===== src/rtl/udp_stx_pkg.sv =====
package udp_stx_pkg;

   typedef enum logic [1:0] {
      ST_IDLE = 2'd0,
      ST_HDR  = 2'd1,
      ST_PAY  = 2'd2,
      ST_TRL  = 2'd3
   } stx_state_e;

   localparam logic [15:0] IP_PROTO_UDP  = 16'h0011;
   localparam int          UDP_HDR_BYTES = 8;
   localparam int          TRL_BYTES     = 2;

   // 16-bit ones' complement addition with end-around carry
   function automatic logic [15:0] oc_add(input logic [15:0] a, input logic [15:0] b);
      logic [16:0] s;
      s = {1'b0, a} + {1'b0, b};
      return s[15:0] + {15'd0, s[16]};
   endfunction

endpackage


===== src/rtl/udp_stx_csum.sv =====
module udp_stx_csum
   import udp_stx_pkg::*;
#(
   parameter logic [15:0] CSUM_CONST = 16'hA5A5
) (
   input  logic        clk,
   input  logic        rst_n,
   input  logic        load,
   input  logic [31:0] src_ip,
   input  logic [31:0] dst_ip,
   input  logic [15:0] src_port,
   input  logic [15:0] dst_port,
   input  logic [15:0] udp_len,
   input  logic        add_en,
   input  logic        add_lo,
   input  logic [7:0]  add_byte,
   output logic [15:0] sum
);

   localparam int N_SEED = 10;

   logic [N_SEED-1:0][15:0] seed_w;
   logic [N_SEED:0][15:0]   chain;
   logic [15:0]             add_w;

   // pseudo-header words plus UDP header words (order is irrelevant to the sum)
   assign seed_w = {CSUM_CONST, udp_len, dst_port, src_port,
                    udp_len, IP_PROTO_UDP,
                    dst_ip[15:0], dst_ip[31:16],
                    src_ip[15:0], src_ip[31:16]};

   assign chain[0] = 16'h0000;

   generate
      for (genvar i = 0; i < N_SEED; i++) begin : g_fold
         assign chain[i+1] = oc_add(chain[i], seed_w[i]);
      end
   endgenerate

   // even byte index is the high half of a big-endian pair
   assign add_w = add_lo ? {8'h00, add_byte} : {add_byte, 8'h00};

   always_ff @(posedge clk) begin
      if (!rst_n) begin
         sum <= 16'h0000;
      end else if (load) begin
         sum <= chain[N_SEED];
      end else if (add_en) begin
         sum <= oc_add(sum, add_w);
      end
   end

   // the sum moves only on a seed load or an accepted payload byte
   a_r4_sum_hold : assert property (@(posedge clk) disable iff (!rst_n)
      (!load && !add_en) |=> $stable(sum));

   // a seed containing a non-zero constant never folds to zero
   a_r4_seed_nonzero : assert property (@(posedge clk) disable iff (!rst_n)
      load |=> (sum != 16'h0000));

endmodule


===== src/rtl/udp_stx_hdr.sv =====
module udp_stx_hdr #(
   parameter logic [15:0] CSUM_CONST = 16'hA5A5
) (
   input  logic [15:0] src_port,
   input  logic [15:0] dst_port,
   input  logic [15:0] udp_len,
   input  logic [2:0]  idx,
   output logic [7:0]  hdr_byte
);

   localparam int N_WORDS = 4;

   logic [N_WORDS-1:0][15:0]   words;
   logic [2*N_WORDS-1:0][7:0]  bytes_a;

   // words[0] goes out first
   assign words = {CSUM_CONST, udp_len, dst_port, src_port};

   generate
      for (genvar w = 0; w < N_WORDS; w++) begin : g_split
         assign bytes_a[2*w]   = words[w][15:8];
         assign bytes_a[2*w+1] = words[w][7:0];
      end
   endgenerate

   assign hdr_byte = bytes_a[idx];

endmodule


===== src/rtl/udp_stx_ctrl.sv =====
module udp_stx_ctrl
   import udp_stx_pkg::*;
#(
   parameter int LEN_W = 11
) (
   input  logic             clk,
   input  logic             rst_n,
   input  logic             cmd_valid,
   input  logic [LEN_W-1:0] cmd_pay_len,
   input  logic             in_valid,
   input  logic             out_ready,
   output stx_state_e       state,
   output logic [2:0]       hdr_idx,
   output logic             cnt_lsb,
   output logic             cmd_fire,
   output logic             out_fire
);

   localparam logic [LEN_W-1:0] HDR_LAST = LEN_W'(UDP_HDR_BYTES - 1);
   localparam logic [LEN_W-1:0] ONE      = LEN_W'(1);

   logic [LEN_W-1:0] cnt;
   logic [LEN_W-1:0] pay_len_q;

   assign cmd_fire = (state == ST_IDLE) && cmd_valid;
   assign out_fire = out_ready &&
                     ((state == ST_HDR) || (state == ST_TRL) ||
                      ((state == ST_PAY) && in_valid));
   assign hdr_idx  = cnt[2:0];
   assign cnt_lsb  = cnt[0];

   always_ff @(posedge clk) begin
      if (!rst_n) begin
         state     <= ST_IDLE;
         cnt       <= '0;
         pay_len_q <= '0;
      end else begin
         unique case (state)
            ST_IDLE: begin
               if (cmd_valid) begin
                  state     <= ST_HDR;
                  cnt       <= '0;
                  pay_len_q <= cmd_pay_len & ~ONE;
               end
            end
            ST_HDR: begin
               if (out_fire) begin
                  if (cnt == HDR_LAST) begin
                     cnt   <= '0;
                     state <= (pay_len_q == '0) ? ST_TRL : ST_PAY;
                  end else begin
                     cnt <= cnt + ONE;
                  end
               end
            end
            ST_PAY: begin
               if (out_fire) begin
                  if (cnt == pay_len_q - ONE) begin
                     cnt   <= '0;
                     state <= ST_TRL;
                  end else begin
                     cnt <= cnt + ONE;
                  end
               end
            end
            ST_TRL: begin
               if (out_fire) begin
                  if (cnt[0]) begin
                     cnt   <= '0;
                     state <= ST_IDLE;
                  end else begin
                     cnt <= cnt + ONE;
                  end
               end
            end
            default: state <= ST_IDLE;
         endcase
      end
   end

   // every phase begins counting from its first byte
   a_r1_phase_from_zero : assert property (@(posedge clk) disable iff (!rst_n)
      (state != $past(state)) |-> (cnt == '0));

   // the payload phase is never entered for an empty payload
   a_r7_no_empty_pay : assert property (@(posedge clk) disable iff (!rst_n)
      (state == ST_PAY) |-> (pay_len_q != '0));

   // the payload counter stays inside the commanded length
   a_r3_pay_bound : assert property (@(posedge clk) disable iff (!rst_n)
      (state == ST_PAY) |-> (cnt < pay_len_q));

endmodule


===== src/rtl/udp_stream_tx.sv =====
module udp_stream_tx
   import udp_stx_pkg::*;
#(
   parameter logic [15:0] CSUM_CONST = 16'hA5A5,
   parameter int          LEN_W      = 11
) (
   input  logic             clk,
   input  logic             rst_n,
   input  logic             cmd_valid,
   output logic             cmd_ready,
   input  logic [31:0]      cmd_src_ip,
   input  logic [31:0]      cmd_dst_ip,
   input  logic [15:0]      cmd_src_port,
   input  logic [15:0]      cmd_dst_port,
   input  logic [LEN_W-1:0] cmd_pay_len,
   input  logic             in_valid,
   output logic             in_ready,
   input  logic [7:0]       in_data,
   output logic             out_valid,
   input  logic             out_ready,
   output logic [7:0]       out_data,
   output logic             out_last
);

   localparam logic [LEN_W-1:0] ONE     = LEN_W'(1);
   localparam logic [15:0]      LEN_OVH = 16'(UDP_HDR_BYTES + TRL_BYTES);

   generate
      if (CSUM_CONST == 16'h0000) begin : g_bad_const
         $error("CSUM_CONST of zero marks a datagram as unchecked");
      end
      if (LEN_W < 3 || LEN_W > 15) begin : g_bad_len_w
         $error("LEN_W must lie in 3..15 so the UDP length fits 16 bits");
      end
   endgenerate

   stx_state_e  state;
   logic [2:0]  hdr_idx;
   logic        cnt_lsb;
   logic        cmd_fire;
   logic        out_fire;
   logic [15:0] sum;
   logic [15:0] trailer;
   logic [7:0]  hdr_byte;
   logic [15:0] cmd_udp_len;
   logic [15:0] sp_q, dp_q, ulen_q;
   logic        add_en;

   assign cmd_udp_len = 16'(cmd_pay_len & ~ONE) + LEN_OVH;

   always_ff @(posedge clk) begin
      if (!rst_n) begin
         sp_q   <= 16'h0000;
         dp_q   <= 16'h0000;
         ulen_q <= 16'h0000;
      end else if (cmd_fire) begin
         sp_q   <= cmd_src_port;
         dp_q   <= cmd_dst_port;
         ulen_q <= cmd_udp_len;
      end
   end

   udp_stx_ctrl #(.LEN_W(LEN_W)) u_ctrl (
      .clk        (clk),
      .rst_n      (rst_n),
      .cmd_valid  (cmd_valid),
      .cmd_pay_len(cmd_pay_len),
      .in_valid   (in_valid),
      .out_ready  (out_ready),
      .state      (state),
      .hdr_idx    (hdr_idx),
      .cnt_lsb    (cnt_lsb),
      .cmd_fire   (cmd_fire),
      .out_fire   (out_fire)
   );

   udp_stx_hdr #(.CSUM_CONST(CSUM_CONST)) u_hdr (
      .src_port(sp_q),
      .dst_port(dp_q),
      .udp_len (ulen_q),
      .idx     (hdr_idx),
      .hdr_byte(hdr_byte)
   );

   assign add_en = (state == ST_PAY) && out_fire;

   udp_stx_csum #(.CSUM_CONST(CSUM_CONST)) u_csum (
      .clk     (clk),
      .rst_n   (rst_n),
      .load    (cmd_fire),
      .src_ip  (cmd_src_ip),
      .dst_ip  (cmd_dst_ip),
      .src_port(cmd_src_port),
      .dst_port(cmd_dst_port),
      .udp_len (cmd_udp_len),
      .add_en  (add_en),
      .add_lo  (cnt_lsb),
      .add_byte(in_data),
      .sum     (sum)
   );

   assign trailer   = ~sum;
   assign cmd_ready = (state == ST_IDLE);

   always_comb begin
      out_valid = 1'b0;
      out_data  = 8'h00;
      out_last  = 1'b0;
      in_ready  = 1'b0;
      unique case (state)
         ST_HDR: begin
            out_valid = 1'b1;
            out_data  = hdr_byte;
         end
         ST_PAY: begin
            out_valid = in_valid;
            out_data  = in_data;
            in_ready  = out_ready;
         end
         ST_TRL: begin
            out_valid = 1'b1;
            out_data  = cnt_lsb ? trailer[7:0] : trailer[15:8];
            out_last  = cnt_lsb;
         end
         default: ;
      endcase
   end

   // the last flag only marks a byte that is offered
   a_r5_last_valid : assert property (@(posedge clk) disable iff (!rst_n)
      out_last |-> out_valid);

   // after the final byte leaves, the block is idle again
   a_r5_idle_after_last : assert property (@(posedge clk) disable iff (!rst_n)
      (out_valid && out_ready && out_last) |=> cmd_ready);

   // no command is taken while bytes are moving
   a_r9_no_overlap : assert property (@(posedge clk) disable iff (!rst_n)
      cmd_ready |-> (!out_valid && !in_ready));

   // a stalled header or trailer byte is held
   a_r6_stall_hold : assert property (@(posedge clk) disable iff (!rst_n)
      (out_valid && !out_ready && (state != ST_PAY)) |=> (out_valid && $stable(out_data)));

   // a payload byte is taken only when the sink takes it too
   a_r3_in_follows_out : assert property (@(posedge clk) disable iff (!rst_n)
      in_ready |-> out_ready);

endmodule


===== config.mk =====
export PLATFORM = sky130hd
export DESIGN_NAME = udp_stream_tx
export DESIGN_NICKNAME = d
export VERILOG_FILES = /design/src/rtl/udp_stx_pkg.sv /design/src/rtl/udp_stx_csum.sv /design/src/rtl/udp_stx_hdr.sv /design/src/rtl/udp_stx_ctrl.sv /design/src/rtl/udp_stream_tx.sv
export SDC_FILE = /design/constraint.sdc
export NUM_CORES = 1
export LEC_CHECK = 0
export BUFFER_PORTS_ARGS = -buffer_cell sky130_fd_sc_hd__buf_2
export CORE_UTILIZATION = 55
export DETAILED_ROUTE_END_ITERATION = 7
export PLACE_DENSITY = 0.75
export SYNTH_ARGS = -nofsm -noshare
export SYNTH_HDL_FRONTEND = slang
export SYNTH_SLANG_ARGS = --single-unit
export TNS_END_PERCENT = 100

===== constraint.sdc =====
create_clock -name clk -period 27.1 [get_ports clk]
set_input_delay 1.355 -clock clk [delete_from_list [all_inputs] [get_ports clk]]
set_output_delay 1.355 -clock clk [all_outputs]
set_load 0.01 [all_outputs]

Word-level counts from Yosys, hierarchy flattened
Cells that the tools add are included.
{"block": "op_classes", "bitwise": 1, "magnitude_cmp": 1, "n_reduce_logical": 13, "eq_ne": 12, "mux": 27, "add_sub_neg": 23}
{"operator": "16-bit by 1-bit adder with 16-bit output", "count": 10}
{"operator": "16-bit by 16-bit adder with 17-bit output", "count": 6}
{"operator": "11-bit two-way mux", "count": 7}
{"operator": "16-bit two-way mux", "count": 3}
{"operator": "11-bit one-hot mux with 4 select lines", "count": 1}
{"operator": "16-bit by 12-bit adder with 17-bit output", "count": 2}
{"operator": "8-bit binary-select mux with 3-bit select", "count": 1}
{"operator": "8-bit one-hot mux with 3 select lines", "count": 1}
{"operator": "16-bit by 16-bit adder with 17-bit output, second input constant", "count": 1}
{"operator": "16-bit by 5-bit adder with 17-bit output, second input constant", "count": 1}
{"operator": "8-bit two-way mux", "count": 2}
{"operator": "16-bit NOT", "count": 1}
{"operator": "2-bit two-way mux", "count": 7}
{"operator": "11-bit by 4-bit adder with 12-bit output, second input constant", "count": 1}
{"operator": "11-bit by 1-bit adder with 11-bit output, second input constant", "count": 1}
{"operator": "11-bit equality test", "count": 1}
{"operator": "11-bit by 3-bit equality test with 1-bit output, second input constant", "count": 1}
{"operator": "11-bit zero test", "count": 1}
{"operator": "11-bit by 1-bit subtractor with 11-bit output, second input constant", "count": 1}
{"operator": "2-bit != test, second input constant", "count": 5}
{"operator": "2-bit one-hot mux with 4 select lines", "count": 1}
{"operator": "7-bit AND reduction", "count": 1}
{"operator": "2-bit equality test, second input constant", "count": 2}
{"operator": "1-bit logical AND", "count": 4}
{"operator": "other kinds (11)", "count": 15}
{"block": "totals", "wordCells": 84, "output_inout_bits": 12, "inputBits": 120, "ff_bits": 87}

Longest topological paths before layout
Gate-level depths: netlist of run 1.
{"block": "logic_depth", "word_depth": 19, "mapped_depth": 142, "mapped_depth_nobuf": 141}

Modules after synthesis
Synthesis of run 1 repeated with hierarchy kept, for this count alone.
{"block": "unflattened", "cells_unflattened": 1781, "hier_area_um2": 13895.8}
{"mod": "udp_stx_csum", "area_each_um2": 9674.3, "n_inst": 1, "seq_area_each_um2": 320.3, "cells_per_inst": 1286}
{"mod": "udp_stream_tx", "area_each_um2": 1968.1, "n_inst": 1, "seq_area_each_um2": 860.8, "cells_per_inst": 204}
{"mod": "udp_stx_ctrl", "area_each_um2": 1835.5, "n_inst": 1, "seq_area_each_um2": 460.4, "cells_per_inst": 235}
{"mod": "udp_stx_hdr", "area_each_um2": 417.9, "n_inst": 1, "seq_area_each_um2": 0.0, "cells_per_inst": 56}

Worst setup path before layout of run 1
Ideal clock, no wire load.
{"block": "synth_path", "path_type": "input to register", "from": "input cmd_src_ip[0]", "to": "register u_csum.sum[14]", "stages": 133, "path_buffers": 2, "slack_ps": 2253, "setup_ps": 129, "required_time_ps": 26971, "arrival_time_ps": 24718, "cell_sequence": "ha_1 > inv_1 > fa_1 > nor2b_1 > o21ai_0 > a21boi_0 > o21ai_0 > a21oi_1 > o2111ai_1 > nand3_1 > o211ai_1 > o21ai_0 > a21o_1 > a21o_1 > ha_1 > ha_1 > fa_1 > a21o_1 > [... 97 more ...] > o32ai_1 > a21o_1 > a221oi_1 > o211a_1 > o311ai_0 > nand3b_1 > o21a_1 > o21ai_0 > ha_1 > ha_1 > nand3_1 > nor3_1 > nand3_1 > nor3_1 > a32oi_1 > o21ai_0 > mux2i_1 > o41ai_1"}
{"block": "synth_between", "elab_chain_cells": 19}
{"element": "start: declaration", "line": "udp_stream_tx.sv:11", "source": "input logic [31:0] cmd_src_ip,"}
{"element": "16-bit by 16-bit adder with 17-bit output", "line": "udp_stx_pkg.sv:17", "source": "s = {1'b0, a} + {1'b0, b};"}
{"element": "16-bit by 1-bit adder with 16-bit output", "line": "udp_stx_pkg.sv:18", "source": "return s[15:0] + {15'd0, s[16]};"}
{"element": "16-bit by 16-bit adder with 17-bit output", "line": "udp_stx_pkg.sv:17"}
{"element": "16-bit by 1-bit adder with 16-bit output", "line": "udp_stx_pkg.sv:18"}
{"element": "16-bit by 16-bit adder with 17-bit output", "line": "udp_stx_pkg.sv:17"}
{"element": "16-bit by 1-bit adder with 16-bit output", "line": "udp_stx_pkg.sv:18"}
{"element": "16-bit by 5-bit adder with 17-bit output", "line": "udp_stx_pkg.sv:17"}
{"element": "16-bit by 1-bit adder with 16-bit output", "line": "udp_stx_pkg.sv:18"}
{"element": "[... 3 more ...]"}
{"element": "16-bit by 1-bit adder with 16-bit output", "line": "udp_stx_pkg.sv:18"}
{"element": "16-bit by 16-bit adder with 17-bit output", "line": "udp_stx_pkg.sv:17"}
{"element": "16-bit by 1-bit adder with 16-bit output", "line": "udp_stx_pkg.sv:18"}
{"element": "16-bit by 12-bit adder with 17-bit output", "line": "udp_stx_pkg.sv:17"}
{"element": "16-bit by 1-bit adder with 16-bit output", "line": "udp_stx_pkg.sv:18"}
{"element": "16-bit by 16-bit adder with 17-bit output", "line": "udp_stx_pkg.sv:17"}
{"element": "16-bit by 1-bit adder with 16-bit output", "line": "udp_stx_pkg.sv:18"}
{"element": "16-bit two-way mux", "line": "udp_stx_csum.sv:46", "source": "end else if (load) begin"}
{"element": "end signal: assignment", "line": "udp_stx_csum.sv:47", "source": "sum <= chain[N_SEED];"}
{"element": "end signal: assignment", "line": "udp_stx_csum.sv:49", "source": "sum <= oc_add(sum, add_w);"}
{"element": "end: declaration", "line": "udp_stx_csum.sv:17", "source": "output logic [15:0] sum"}
Every way passes these cells.
A chain may end at the register's enable or synchronous reset.

Worst setup path in the final report of run 1
{"block": "layout_path", "from": "input cmd_src_ip[0]", "to": "register u_csum.sum[13]"}
The elaborated chain is that of the path after synthesis.

==> flow_metrics.tcl, run 1 <==
set metrics [dict create \
    avgSynthCellArea_um2 7.45 \
    crit_path_max_incr_delay_ns 0.47 \
    die-area_mm2 0.0249 \
    hpwl_mm 30.9 \
    h-tree-depth 3 \
    grt_antenna_before_repair 1 \
    r2r_start "u_ctrl.cnt[0]" \
    drtIter0Drc 1227 \
    ys_seq_area_share_pct 12.3 \
    syn-num-nets 2066 \
    netlist_area_mm2 0.0133 \
    worst_slew_pin_slew_ns 0.918 \
    vias 14100 \
    cts_tree "yes" \
    die_h_um 158 \
    fmax_ghz 0.0393 \
    relSlewSlack_pct 38.4 \
    syn2layout_area_growth_pct 19.8 \
    reg2reg_to "u_csum.sum[14]" \
    finalHoldViolations 0 \
    layout_common_cells "nand2_1, buf_4, xnor2_1" \
    hp-start "dp_q[11]" \
    wl_per_cell_um 16.4 \
    min_path_cells 2 \
    row_count 56 \
    whs_ns 0.455 \
    reg2reg_slack_ns 21.71 \
    yosys.cell_types.count 96 \
    hold_buffers 0 \
    slew_viol_final 0 \
    fill_cells 2045 \
    syn_inst 1789 \
    cts-root-buf "clkbuf_16" \
    critPathKind "primary input to flop" \
    cts.sinks 82 \
    synthArstFlopShare_pct 0 \
    gr-usage-all-layers_pct 30.1 \
    post-route-period-util_pct 93.9 \
    drc 0 \
    cp_max_fo 4 \
    arrival_ns 25.63 \
    grt_pass1_vias 12800 \
    status "finished clean" \
    clk_path_buf_depth 2 \
    setup.worst_path.start "cmd_src_ip[0]" \
    io-pin-count 132 \
    dr.pass1.iters 5 \
    final_nets 2315 \
    hold_class "flop to flop" \
    placed_cells 2337 \
    min_period_ns 25.45 \
    crit_slowest_cell "or3b_2" \
    clk_latency_ns 0.34 \
    wl_mm 38.7 \
    grt_overflow 0 \
    die_x_um 158 \
    min_to "dp_q[11]" \
    r2r_cells 23 \
    core_mm2 0.0236 \
    grt_max_degree 80 \
    cts_buffers 9 \
    end_kind "flop" \
    fin_skew_ns 0.00911 \
    cp-start-kind "primary input" \
    vias_per_cell 5.97 \
    grt_pass1_wl_mm 60.7 \
    cts.clk_slew.worst_paths_ns 0.06 \
    port_buffers 130 \
    fin_cells 2363 \
    drive_gt1_share_pct 20.2 \
    synth_seq_cells 82 \
    final_common_cell "nand2_1" \
    drt.antenna.violating_nets 0 \
    setup_viol 0 \
    ys.flop_type "dfxtp_1" \
    finish.utilization_pct 67.6 \
    initial_core_util_pct 56.5 \
    cp_common_cell "ha_1" \
    synth_edf_count 0 \
    synth_warnings 0 \
    cp.required_ns 27.28 \
    gp_congestion 0.921 \
    setup_tns_ns 0 \
    maxCapViolations 0 \
]
## synthesized netlist by cell type, types with 12 or more instances
cell	n	area, um^2
nor2_1	154	578
or3_1	12	75.1
o21bai_1	21	158
o22ai_1	12	75.1
nand4_1	24	150
xnor2_1	156	1370
a21oi_1	145	726
o21a_1	18	135
a211oi_1	35	263
a21o_1	43	323
xor2_1	94	823
inv_1	66	248
nand2_1	181	679
clkbuf_1	43	161
nor3_1	54	270
nand3_1	70	350
a31oi_1	13	81.3
and3_1	27	169
mux2i_1	18	180
a22oi_1	12	90.1
ha_1	149	1860
o21ai_0	68	340
and2_1	29	181
nand2b_1	19	119
nor2b_1	25	156
dfxtp_1	82	1640
## how the worst max path moves through the flow
stage / to / slack, ns / cells after the start
finish: u_csum.sum[13] / 1.65 / 139
global route: u_csum.sum[13] / -0.05 / 140
CTS: u_csum.sum[14] / 0.07 / 140
detailed placement: u_csum.sum[14] / -0.17 / 140
global placement: u_csum.sum[14] / 0.26 / 139
floorplan: u_csum.sum[14] / 2.25 / 133
## registers in the layout, summed over array words and instances (netlist names)
register / count
dp_q: 16
sp_q: 16
u_ctrl.pay_len_q: 10
u_ctrl.cnt: 11
u_ctrl.state: 2
u_csum.sum: 16
ulen_q: 11
## area by class of cell
type,count,area [um^2],area share (%)
Tap cell,319,399,2.50
Inverter,67,251,1.57
Clock buffer,9,225,1.41
Antenna cell,1,2.50,0.0157
Clock inverter,7,76.3,0.478
Timing Repair Buffer,287,1830,11.5
Multi-Input combinational cell,1591,11500,72.3
Sequential cell,82,1640,10.3
## critical path, delay by kind of cell
family,cells,cell delay (ns)
AND/OR/NAND/NOR,48,7.44
adder cells (fa/ha/maj),24,5.90
AO/OA/AOI/OAI,56,9.28
XOR/XNOR,6,1.10
buffers and inverters,5,0.54
## cells by family after synthesis
group	Yosys count	synth area share (%)
buffers and inverters	116	3.34
AO/OA/AOI/OAI	484	24.6
AND/OR/NAND/NOR	671	25.1
flip-flops	82	12.3
XOR/XNOR	253	16.9
multiplexers	25	2.45
adder cells (fa/ha/maj)	158	15.3
## per-layer routing
layer	track usage, %	routed length [um]	up-vias
li1	-	-	7046
met1	39.5	17300	6546
met2	50.4	18100	442
met3	3.72	2210	73
met4	10.4	1080	0
met5	0	0	-
## per-stage QoR
stage | setup slack (ns) | area [um^2]
after global placement | 0.261 | 15300
after detailed placement | -0.170 | 15300
after floorplan | 2.25 | 13300
after CTS | 0.0720 | 15600
after global routing | -0.0543 | 16000
final | 1.65 | 16000
## timing repair
item / CTS / global route
gates resized for setup: 0 / 70
endpoints found under the setup margin: 0 / 16
setup buffers: 0 / 9
Power of run 1 is not shown: default switching activity piles up to over one toggle a cycle in this logic, so the estimate is an artifact.
==> inputs of run 2 (changes only) <==
MAX_ROUTING_LAYER = met4   (was default)
SYNTH_HIERARCHICAL = 1   (was default)
==> run 2 against run 1 <==
Net effect:
- worst hold slack improved by 0.035 ns
- routed wire length fell by 2.3%
- design area rose by 2.0%
- non-clock buffer count fell by 21
- synthesized area rose by 4.2%
- cell count fell by 0.85%
- count of clock-buffer cells in the layout rose by 2
- die area rose by 4.2%
- highest routed layer unchanged
==> flow_metrics.tcl, run 2 <==
set metrics [dict create \
    status "finished clean" \
    wl_mm 37.8 \
    io-pin-count 132 \
    die_h_um 161 \
    vias 14000 \
    final_common_cell "xnor2_1" \
    drt.antenna.violating_nets 0 \
    grtUsageMet1_pct 37.6 \
    die-area_mm2 0.0259 \
    drive_gt1_share_pct 19.5 \
    arrival_ns 26.06 \
    avgSynthCellArea_um2 7.80 \
    yosys.cell_types.count 98 \
    min_period_ns 25.76 \
    final_nets 2301 \
    setup.worst_path.start "cmd_src_ip[0]" \
    synth_edf_count 0 \
    grt_pass1_vias 12800 \
    post-route-period-util_pct 95.1 \
    cts.clk_slew.worst_paths_ns 0.07 \
    reg2reg_to "u_csum/sum[14]" \
    cts_buffers 9 \
    hpwl_mm 30.9 \
    slew_viol_final 0 \
    initial_core_util_pct 56.6 \
    fmax_ghz 0.0388 \
    synth_warnings 6 \
    relSlewSlack_pct 34.2 \
    critPathKind "primary input to flop" \
    grt_pass1_wl_mm 61.3 \
    gp_congestion 0.915 \
    gr-usage-all-layers_pct 29.2 \
    use_met3_pct 2.58 \
    port_buffers 130 \
    cp_max_fo 4 \
    clk_path_buf_depth 2 \
    layout_common_cells "xnor2_1, ha_1, buf_4" \
    core_mm2 0.0245 \
    cts_tree "yes" \
    synthArstFlopShare_pct 0 \
    r2r_cells 22 \
    finish.utilization_pct 66.4 \
    cp_common_cell "ha_1" \
    maxCapViolations 0 \
    row_count 57 \
    yosysTopAreaCell "ha_1" \
    vias_per_cell 5.96 \
    cp-start-kind "primary input" \
    diodes 0 \
    grt_overflow 0 \
    worst_slew_pin_slew_ns 0.962 \
    crit_path_max_incr_delay_ns 0.45 \
    cts.sinks 82 \
    synth_seq_cells 82 \
    drc 0 \
    syn_inst 1781 \
    fin_skew_ns 0.0123 \
    hold_class "flop to flop" \
    wl_per_cell_um 16.1 \
    ys.flop_type "dfxtp_1" \
    reg2reg_slack_ns 21.50 \
    h-tree-depth 3 \
    setup_viol 0 \
    grt-busiest-layer "met2" \
    crit_end "u_csum/sum[14]" \
    finalHoldViolations 0 \
    cp.required_ns 27.40 \
    reg.largest.list "dp_q (16), sp_q (16), u_csum/sum (16)" \
    die_x_um 161 \
    crit_slowest_cell "or4_4" \
    drtIter0Drc 968 \
    synth_top_cells_by_count "ha_1, xnor2_1, nand2_1" \
    netlist_area_mm2 0.0139 \
    end_kind "flop" \
    dr.pass1.iters 7 \
    ys_seq_area_share_pct 11.8 \
    yosys-top-cells-area "ha_1, dfxtp_1, xnor2_1" \
    clk_latency_ns 0.35 \
    cts-root-buf "clkbuf_16" \
    grt_max_degree 55 \
    grt_antenna_before_repair 0 \
    syn2layout_area_growth_pct 17.2 \
    grt_use_met2_pct 50.2 \
    r2r_start "u_ctrl/cnt[0]" \
    hold_buffers 0 \
    synth.most_common_cell "ha_1" \
    yosysTopAreaCellShare_pct 14.3 \
]
run 2: critical path, delay by kind of cell:
kind                     cells  cell delay, ns
AO/OA/AOI/OAI               62           10.28
XOR/XNOR                     5            0.78
adder cells (fa/ha/maj)     25            6.27
buffers and inverters        3            0.33
multiplexers                 1            0.13
AND/OR/NAND/NOR             39            6.91
run 2: cell families after synthesis:
group | after synthesis | share of synthesized area, %
simple gates | 629 | 23.8
mux | 78 | 5.72
compound gates | 444 | 22.4
buf+inv | 119 | 3.70
fa+ha+maj | 167 | 15.5
other cells | 1 | 0.0270
flops | 82 | 11.8
xor+xnor | 261 | 17.0
run 2: how the worst min path moves through the flow:
stage                     startpoint        end  cells after the start
after floorplan              sp_q[0]    sp_q[0]                      2
after global placement      sp_q[13]   sp_q[13]                      2
after detailed placement   ulen_q[1]  ulen_q[1]                      2
after CTS                  ulen_q[1]  ulen_q[1]                      2
after global routing         sp_q[8]    sp_q[8]                      2
final                       sp_q[15]   sp_q[15]                      2
run 2: area by class of cell:
type	instances	area, um^2
multi-input cells	1594	12100
fillers	2176	8240
flip-flops and latches	82	1640
well taps	324	405
repair buffers	266	1670
clock buffers	11	233
clock inverters	5	37.5
inverters	61	230
run 2: per-stage QoR:
step / cells / cell area [um^2] / hold WS (ns) / TNS [ns] / worst slack (ns)
floorplan: 1795 / 13900 / 0.452 / 0 / 2.36
global placement: 2320 / 15700 / 0.465 / 0 / 0.138
detailed placement: 2320 / 15700 / 0.474 / -1.58 / -0.295
CTS: 2336 / 16000 / 0.484 / 0 / 0.0585
global route: 2343 / 16300 / 0.511 / -0.294 / -0.107
finish: 2343 / 16300 / 0.490 / 0 / 1.34
run 2: repair_timing:
item,in CTS,in global routing
endpoints found under the setup margin,7,16
pin swaps,0,18
gates resized for setup,4,59
setup buffers,0,7
run 2: metal layers:
layer,vias to the layer above,share of wire [%]
met3,46,4.9
li1,6974,-
met2,370,48
met4,0,1.5
met1,6569,46
met5,-,0
Power of run 2 is left out for the same reason.
